<file path="config.mk">
export PLATFORM = sky130hd
export DESIGN_NAME = endec_pin_mux
export DESIGN_NICKNAME = d
export VERILOG_FILES = /design/src/rtl/endec_pin_pkg.sv /design/src/rtl/endec_mode_reg.sv /design/src/rtl/endec_route_decode.sv /design/src/rtl/endec_pad_mux.sv /design/src/rtl/endec_pin_mux.sv
export SDC_FILE = /design/constraint.sdc
export NUM_CORES = 1
export LEC_CHECK = 0
export ABC_AREA = 1
export CAP_MARGIN = 30
export CORE_MARGIN = 3
export CORE_UTILIZATION = 29
export DETAILED_ROUTE_END_ITERATION = 10
export HOLD_SLACK_MARGIN = 0.05
export PLACE_DENSITY = 0.81
export SETUP_SLACK_MARGIN = 0.2
export SYNTH_ARGS = -nofsm -noshare
export SYNTH_HDL_FRONTEND = slang
export SYNTH_HIERARCHICAL = 1
export SYNTH_SLANG_ARGS = --single-unit
</file>
<file path="constraint.sdc">
create_clock -name clk -period 2.28 [get_ports clk]
set_input_delay 0.456 -clock clk [delete_from_list [all_inputs] [get_ports clk]]
set_output_delay 0.456 -clock clk [all_outputs]
set_load 0.01 [all_outputs]
</file>
<file path="src/rtl/endec_pin_pkg.sv">
// Package endec_pin_pkg
// Shared mode encoding, pin group sizes and the decoded routing controls
// for the encoder/decoder pin multiplexer. Assumes pins 0..N_FWD-1 carry
// controller-sourced signals and the rest carry encoder/decoder outputs.
package endec_pin_pkg;

    localparam int N_FWD  = 3;
    localparam int N_REV  = 5;
    localparam int N_PINS = N_FWD + N_REV;

    typedef enum logic [1:0] {
        MODE_NORMAL  = 2'b00,
        MODE_MONITOR = 2'b01,
        MODE_BYPASS  = 2'b10,
        MODE_TEST    = 2'b11
    } mode_t;

    typedef struct packed {
        logic [N_PINS-1:0] oe;       // pad output enables
        logic              fwd_pad;  // encoder inputs taken from pads
        logic              rev_pad;  // controller return taken from pads
        logic              mac_on;   // controller section runs
        logic              codec_on; // encoder/decoder section runs
    } route_t;

endpackage

</file>
<file path="src/rtl/endec_mode_reg.sv">
// Module endec_mode_reg
// Holds the mode in force. A synchronous active-low reset forces normal
// mode. A new field value is accepted only on edges where the idle
// qualifier is high. Assumes the qualifier is already synchronous to clk.
module endec_mode_reg
    import endec_pin_pkg::*;
(
    input  logic       clk,
    input  logic       rst_n,
    input  logic [1:0] mode_field,
    input  logic       load_ok,
    output mode_t      mode_q
);

    // Mode register: reset to normal, load only while qualified.
    always_ff @(posedge clk) begin
        if (!rst_n) begin
            mode_q <= MODE_NORMAL;
        end else if (load_ok) begin
            mode_q <= mode_t'(mode_field);
        end
    end

    AST_MODE_HOLD: assert property (@(posedge clk) disable iff (!rst_n)
        !load_ok |=> $stable(mode_q));

    AST_MODE_LOAD: assert property (@(posedge clk) disable iff (!rst_n)
        load_ok |=> (mode_q == $past(mode_field)));

endmodule

</file>
<file path="src/rtl/endec_route_decode.sv">
// Module endec_route_decode
// Turns the mode in force into the pad direction pattern, the source
// selects and the section enables. Purely combinational. Assumes the
// pin numbering of endec_pin_pkg.
module endec_route_decode
    import endec_pin_pkg::*;
(
    input  mode_t  mode,
    output route_t ctl
);

    localparam logic [N_PINS-1:0] OE_NONE = '0;
    localparam logic [N_PINS-1:0] OE_ALL  = '1;
    localparam logic [N_PINS-1:0] OE_FWD  = {{N_REV{1'b0}}, {N_FWD{1'b1}}};
    localparam logic [N_PINS-1:0] OE_REV  = ~OE_FWD;

    // Mode decode: one row per mode.
    always_comb begin
        ctl = '0;
        unique case (mode)
            MODE_NORMAL: begin
                ctl.oe       = OE_NONE;
                ctl.mac_on   = 1'b1;
                ctl.codec_on = 1'b1;
            end
            MODE_MONITOR: begin
                ctl.oe       = OE_ALL;
                ctl.mac_on   = 1'b1;
                ctl.codec_on = 1'b1;
            end
            MODE_BYPASS: begin
                ctl.oe       = OE_FWD;
                ctl.rev_pad  = 1'b1;
                ctl.mac_on   = 1'b1;
                ctl.codec_on = 1'b0;
            end
            MODE_TEST: begin
                ctl.oe       = OE_REV;
                ctl.fwd_pad  = 1'b1;
                ctl.mac_on   = 1'b0;
                ctl.codec_on = 1'b1;
            end
            default: ctl = '0;
        endcase
    end

endmodule

</file>
<file path="src/rtl/endec_pad_mux.sv">
// Module endec_pad_mux
// Per-pin data steering between controller, encoder/decoder and pads.
// A pad with its enable off outputs 0. A disabled section's inputs are
// held at 0. Assumes the decoded controls are consistent: a pad
// selected as a source never has its enable on.
module endec_pad_mux
    import endec_pin_pkg::*;
(
    input  logic               clk,
    input  logic               rst_n,
    input  route_t             ctl,
    input  logic [N_FWD-1:0]   mac_fwd,
    input  logic [N_REV-1:0]   codec_rev,
    input  logic [N_PINS-1:0]  pad_in,
    output logic [N_PINS-1:0]  pad_out,
    output logic [N_FWD-1:0]   codec_fwd,
    output logic [N_REV-1:0]   mac_rev
);

    genvar i;

    // Forward pins: the controller drives the pad, the encoder reads the
    // controller or the pad.
    generate
        for (i = 0; i < N_FWD; i++) begin : g_fwd
            always_comb begin
                pad_out[i]   = ctl.oe[i] & mac_fwd[i];
                codec_fwd[i] = ctl.codec_on &
                               (ctl.fwd_pad ? pad_in[i] : mac_fwd[i]);
            end
        end
    endgenerate

    // Return pins: the encoder/decoder drives the pad, the controller reads
    // the encoder/decoder or the pad.
    generate
        for (i = 0; i < N_REV; i++) begin : g_rev
            always_comb begin
                pad_out[N_FWD+i] = ctl.oe[N_FWD+i] & codec_rev[i];
                mac_rev[i]       = ctl.mac_on &
                                   (ctl.rev_pad ? pad_in[N_FWD+i] : codec_rev[i]);
            end
        end
    endgenerate

    AST_OFF_PAD_QUIET: assert property (@(posedge clk) disable iff (!rst_n)
        (pad_out & ~ctl.oe) == '0);

    AST_MAC_OFF_QUIET: assert property (@(posedge clk) disable iff (!rst_n)
        !ctl.mac_on |-> (mac_rev == '0));

    AST_CODEC_OFF_QUIET: assert property (@(posedge clk) disable iff (!rst_n)
        !ctl.codec_on |-> (codec_fwd == '0));

endmodule

</file>
<file path="src/rtl/endec_pin_mux.sv">
// Module endec_pin_mux
// Top of the encoder/decoder pin multiplexer: mode register, mode decode
// and per-pin steering. Assumes all inputs are synchronous to clk; the
// pad signals model a tri-state pad as separate data, enable and input.
module endec_pin_mux
    import endec_pin_pkg::*;
(
    input  logic              clk,
    input  logic              rst_n,
    input  logic [1:0]        mode_field,
    input  logic              mode_load_ok,
    input  logic [N_FWD-1:0]  mac_fwd_i,
    output logic [N_REV-1:0]  mac_rev_o,
    output logic [N_FWD-1:0]  codec_fwd_o,
    input  logic [N_REV-1:0]  codec_rev_i,
    input  logic [N_PINS-1:0] pad_in,
    output logic [N_PINS-1:0] pad_out,
    output logic [N_PINS-1:0] pad_oe,
    output logic              controller_enable,
    output logic              endec_enable,
    output logic [1:0]        active_mode
);

    mode_t  mode_q;
    route_t ctl;

    endec_mode_reg u_mode (
        .clk        (clk),
        .rst_n      (rst_n),
        .mode_field (mode_field),
        .load_ok    (mode_load_ok),
        .mode_q     (mode_q)
    );

    endec_route_decode u_dec (
        .mode (mode_q),
        .ctl  (ctl)
    );

    endec_pad_mux u_mux (
        .clk       (clk),
        .rst_n     (rst_n),
        .ctl       (ctl),
        .mac_fwd   (mac_fwd_i),
        .codec_rev (codec_rev_i),
        .pad_in    (pad_in),
        .pad_out   (pad_out),
        .codec_fwd (codec_fwd_o),
        .mac_rev   (mac_rev_o)
    );

    // Drive the top-level control outputs from the decoded mode.
    always_comb begin
        pad_oe            = ctl.oe;
        controller_enable = ctl.mac_on;
        endec_enable      = ctl.codec_on;
        active_mode       = mode_q;
    end

    AST_RESET_ISOLATED: assert property (@(posedge clk)
        !rst_n |=> (active_mode == 2'b00 && pad_oe == '0));

    AST_NORMAL_ISOLATED: assert property (@(posedge clk) disable iff (!rst_n)
        (active_mode == 2'b00) |-> (pad_oe == '0 && pad_out == '0));

    AST_MONITOR_ALL_OUT: assert property (@(posedge clk) disable iff (!rst_n)
        (active_mode == 2'b01) |-> (pad_oe == '1));

    AST_BYPASS_DIR: assert property (@(posedge clk) disable iff (!rst_n)
        (active_mode == 2'b10) |-> (pad_oe == 8'h07));

    AST_TEST_DIR: assert property (@(posedge clk) disable iff (!rst_n)
        (active_mode == 2'b11) |-> (pad_oe == 8'hF8));

    AST_ONE_SECTION_ON: assert property (@(posedge clk) disable iff (!rst_n)
        (controller_enable | endec_enable));

endmodule

</file>
* Word level (Yosys, flattened, before mapping)
Index checks and enable logic that the tools add are counted.
** Storage, ports and cells
- Output and inout bits :: 28
- Word-level logic and storage cells :: 34
- Register bits after elaboration :: 2
- Bits of input ports :: 21
** Operators by class
- Mux-type cells :: 12
- Bitwise operators :: 16
- Reductions and logical operators :: 2
- Equal/unequal tests :: 3
** Operator list (number)
- $pmux W8 S4 :: 1
- $and A1 B1 Y1 :: 16
- $mux W1 :: 10
- $pmux W2 S3 :: 1
- $eq A2 B2 Y1 const B :: 2
- $eq A2 B1 Y1 const B :: 1
- $logic_not A2 Y1 :: 1
- $reduce_or A2 Y1 :: 1

* Logic depth before layout (Yosys ltp)
- Word-level depth :: 4
- Depth in mapped cells :: 7
- Gate-level depth less buffers :: 6

* By module
Netlist, hierarchy kept.
** By module, submodules not included
- endec_pad_mux :: instances 1, seq. area each 0.0 um^2, cells each 57, area an instance 221.5 um^2
- endec_route_decode :: instances 1, seq. area each 0.0 um^2, cells each 18, area an instance 142.6 um^2
- endec_mode_reg :: instances 1, seq. area each 40.0 um^2, cells each 12, area an instance 77.6 um^2

* Worst setup path before layout
No wires, ideal clock.
- Path kind :: register -> output
- Start :: register u_mode.mode_q[1]
- End :: output pad_out[4]
- Stages on the path, launching flop included :: 7
- Data required time :: 1.824 ns
- Slack :: 0.381 ns
- Arrival time :: 1.443 ns
- Path buffers :: 1
- Cells stage by stage :: dfxtp_1 ha_1 nor2_1 nor2_1 buf_4 nand2_1 inv_1
** Between the ends
- Cells in the longest elaborated chain, start to end :: 3
- Elaborated cells between the ends (all ways) :: 6
- Classes of those cells :: 3 x eq/ne; 1 x mux; 1 x bitwise; 1 x reduce/logical
** Ends and longest elaborated chain
- from (decl) :: line endec_mode_reg.sv:12 : output mode_t mode_q
- from (signal assigned) :: line endec_mode_reg.sv:20 : mode_q <= mode_t'(mode_field);
- $eq A2 B2 Y1 (tied with other cells) :: line endec_route_decode.sv:20 : unique case (mode)
- $pmux W8 S4 * :: line endec_route_decode.sv:20
- via pad_oe[4] :: line endec_pin_mux.sv:18 : output logic [N_PINS-1:0] pad_oe,
- $and A1 B1 Y1 * :: line endec_pad_mux.sv:39 : pad_out[N_FWD+i] = ctl.oe[N_FWD+i] & codec_rev[i];
- to (decl) :: line endec_pin_mux.sv:17 : output logic [N_PINS-1:0] pad_out,
Mark *: on every way through the listed nets, which the timed path passes. The rest lies on a longest branch.

* Worst setup path in the final report
- Start :: register u_mode.mode_q[0]
- End :: output mac_rev_o[4]
** Between the ends
- Cells in the longest elaborated chain, start to end :: 4
- Elaborated cells between the ends (all ways) :: 9
- Classes of those cells :: 3 x eq/ne; 3 x mux; 1 x bitwise; 2 x reduce/logical
** Ends and longest elaborated chain
- $eq A2 B1 Y1 (tied with other cells) :: line endec_route_decode.sv:20
- $reduce_or A2 Y1 (no line) or $mux W1 (tied branches)
- $pmux W2 S3 or $mux W1 (tied branches) :: line endec_route_decode.sv:20, endec_pad_mux.sv:41
- $and A1 B1 Y1 * :: line endec_pad_mux.sv:40 : mac_rev[i] = ctl.mac_on &
- to (decl) :: line endec_pin_mux.sv:13 : output logic [N_REV-1:0] mac_rev_o,
Mark *: on every way between the ends. The rest lies on a longest branch, timed or not.

==> out/qor.json <==
{
  "cts.path.max_buffers": {"value": 2},
  "globalplace.congestion": {"value": 0.756},
  "number_of_storage_elements_in_the_synthesis_netlist": {"value": 2},
  "layout-area-overhead-vs-synth": {"value": 127, "unit": "%"},
  "max_cap_viol_count": {"value": 0},
  "finalClockSkew": {"value": 0, "unit": "ps"},
  "path_clk_slew": {"value": 30, "unit": "ps"},
  "h-tree-depth": {"value": 1},
  "max_clock_freq": {"value": 0.467, "unit": "GHz"},
  "grt_pass1_vias": {"value": 520},
  "register_area": {"value": 47.5, "unit": "um2"},
  "critical_path_peak_fanout": {"value": 6},
  "synth_commonest_cells": {"value": "sky130_fd_sc_hd__nand2_1 (28), sky130_fd_sc_hd__inv_1 (22), sky130_fd_sc_hd__nor2_1 (22)"},
  "multiInputGateArea": {"value": 300, "unit": "um2"},
  "gr-total-overflow": {"value": 0},
  "avgRoutedWirePerCell": {"value": 10.1, "unit": "um"},
  "timing.critical_path.required": {"value": 1820, "unit": "ps"},
  "row_count": {"value": 13},
  "cts_tree": {"value": "done"},
  "synth.most_common_cell": {"value": "sky130_fd_sc_hd__nand2_1"},
  "powerDensity": {"value": 306, "unit": "mW/mm2"},
  "synth_area_leaders": {"value": "sky130_fd_sc_hd__nand2_1 (24%), sky130_fd_sc_hd__inv_1 (19%), sky130_fd_sc_hd__nor2_1 (19%)"},
  "startpoint_type": {"value": "flop"},
  "drc": {"value": 0},
  "critical_path.cell_chain": {"value": "buf_4, ha_1, inv_2, nand2_1, nor2_1, clkdlybuf4s50_1"},
  "grt_start_max_net_pins": {"value": 11},
  "run_status": {"value": "complete, no violations"},
  "yosys_warnings": {"value": 6},
  "syn-cell-area": {"value": 442, "unit": "um2"},
  "clockRootBuffer": {"value": "sky130_fd_sc_hd__clkbuf_4"},
  "fillerInstances": {"value": 115},
  "port-buffer-count": {"value": 48},
  "coreArea": {"value": 0.00137, "unit": "mm2"},
  "initial_antenna_violation_count": {"value": 0},
  "postSynthNetCount": {"value": 114},
  "ys_async_sr_fraction": {"value": 0, "unit": "%"},
  "timing.final.crit_share": {"value": 93.9, "unit": "%"},
  "reg_top3": {"value": "u_mode/mode_q (2)"},
  "yosys.cell_types.count": {"value": 7},
  "ys_seq_area_share": {"value": 9.07, "unit": "%"},
  "drt_iter0_drc": {"value": 6},
  "timing.hold.worst.class": {"value": "flop to flop"},
  "die_width": {"value": 45.0, "unit": "um"},
  "setup-tns-final": {"value": 0, "unit": "ps"},
  "worst_pin_slew": {"value": 149, "unit": "ps"},
  "leakage": {"value": 0.681, "unit": "nW"},
  "post_synth_inst_count": {"value": 87},
  "dp.final_hpwl": {"value": 1180, "unit": "um"},
  "design.die.area": {"value": 0.00203, "unit": "mm2"},
  "drt_pass1_iterations": {"value": 4},
  "dominantRegCellSynth": {"value": "sky130_fd_sc_hd__dfxtp_1"},
  "clock-sinks": {"value": 2},
  "wirelength": {"value": 1510, "unit": "um"},
  "setup_viol": {"value": 0},
  "flip_flop_count_of_the_largest_register_after_layout": {"value": 2},
  "synth_area_per_cell": {"value": 5.08, "unit": "um2"},
  "finalMaxSlewViolations": {"value": 0},
  "worst-r2r-setup-slack": {"value": 1550, "unit": "ps"},
  "synth_top_area_share": {"value": 23.8, "unit": "%"},
  "rsz0062_at_grt": {"value": "yes"},
  "gr-usage-all-layers": {"value": 15.2, "unit": "%"},
  "cts-buffers-inserted": {"value": 3},
  "antenna_cells_inserted": {"value": 0},
  "drive_gt1_share": {"value": 10.4, "unit": "%"},
  "finalHoldWorstSlack": {"value": 553, "unit": "ps"},
  "min_period": {"value": 2140, "unit": "ps"},
  "worst_slew_margin_rel": {"value": 90.1, "unit": "%"},
  "worst_path_max_delay_cell": {"value": "sky130_fd_sc_hd__clkdlybuf4s50_1"},
  "grt_first_pass_wirelength": {"value": 2310, "unit": "um"},
  "cp_data_arrival_time": {"value": 1690, "unit": "ps"},
  "crit_family": {"value": "buffers and inverters"},
  "route.antenna.remaining_nets": {"value": 0},
  "critPathKind": {"value": "flop to primary output"},
  "total_of_hold_buffers_inserted_after_clock_tree_synthesis": {"value": 0},
  "worst_skew_pair.late_latency": {"value": 220, "unit": "ps"},
  "routed-via-count": {"value": 614},
  "cp_peak_stage_delay": {"value": 540, "unit": "ps"},
  "nNetsFinal": {"value": 164},
  "cp.buffers_inverters": {"value": 3},
  "io-pin-count": {"value": 49},
  "fp.dieH": {"value": 45.0, "unit": "um"},
  "largest-register": {"value": "u_mode/mode_q"},
  "number_of_flops_mapped_to_enable_cells_by_yosys": {"value": 0},
  "synthDominantAreaCellType": {"value": "sky130_fd_sc_hd__nand2_1"},
  "finalHoldViolCount": {"value": 0},
  "vdd_drop_max": {"value": 0.000255, "unit": "V"},
  "start_util": {"value": 32.3, "unit": "%"},
  "drt-vias-per-instance": {"value": 4.09},
  "worst_setup_path_end_kind": {"value": "primary output"}
}
## report_power, final
group          internal [mW]  switching (mW)  total (mW)
Combinational          0.110          0.0782       0.188
Sequential            0.0373         0.00563      0.0430
Clock                 0.0579          0.0179      0.0758
## metal layers
metal | global-route usage (%) | wire length, um | share of wire, %
met5 | 0 | 0 | 0
met4 | 3.51 | 0 | 0
met3 | 5.98 | 193 | 13
met2 | 27.1 | 755 | 50
met1 | 16.8 | 562 | 37
## cell type report
class	instances	area share, %
inverter	22	8.63
sequential	2	4.75
tap	15	1.88
multi-input combinational	56	30.0
timing repair buffer	52	52.5
clock buffer	3	2.25
## final timing paths
kind,start,endpoint,cells past startpoint
hold / removal,u_mode/mode_q[1],u_mode/mode_q[1],2
setup / recovery,u_mode/mode_q[0],mac_rev_o[4],6
hold reg to reg,u_mode/mode_q[1],u_mode/mode_q[1],2
setup reg to reg,u_mode/mode_q[0],u_mode/mode_q[0],3
## cell families after synthesis
| logic type | count (synthesis) | synth area share [%] |
|---|---|---|
| DFF | 2 | 9.07 |
| adders and majority gates | 6 | 17.0 |
| buffers and inverters | 29 | 31.4 |
| and+or+nand+nor | 50 | 42.5 |
## layout by cell type, fill, tap and decap left out
master	n
sky130_fd_sc_hd__clkdlybuf4s50_1	26
sky130_fd_sc_hd__buf_12	1
sky130_fd_sc_hd__clkinvlp_4	1
sky130_fd_sc_hd__inv_2	1
sky130_fd_sc_hd__buf_4	3
sky130_fd_sc_hd__dfxtp_4	2
sky130_fd_sc_hd__clkbuf_4	3
sky130_fd_sc_hd__dlymetal6s2s_1	8
sky130_fd_sc_hd__nor2_1	22
sky130_fd_sc_hd__ha_1	3
sky130_fd_sc_hd__inv_1	20
sky130_fd_sc_hd__dlygate4sd2_1	14
sky130_fd_sc_hd__ha_4	3
sky130_fd_sc_hd__nand2_1	28
## stage by stage
stage          setup slack [ps]  instances  utilization (%)  instance area (um2)  total power [mW]
2_1_floorplan               381         87                -                  442             0.123
3_3_place_gp                142        144             65.3                  892             0.228
3_5_place_dp                126        144             65.3                  892             0.230
4_1_cts                    58.8        147             68.2                  932             0.303
5_1_grt                    25.1        150             73.3                 1000             0.331
6_report                    138        150             73.3                 1000             0.307
## worst reg2reg max path, cell delays in order, from the launching register on
cell and delay (ps):
sky130_fd_sc_hd__dfxtp_4 350, sky130_fd_sc_hd__buf_4 150, sky130_fd_sc_hd__nor2_1 80, sky130_fd_sc_hd__nor2_1 40
## what timing repair did
action                     4_1_cts  5_1_grt
gates resized for setup         22       11
setup endpoints to repair       25        9
setup buffers                    0        3
(Power assumes the default switching activity.)
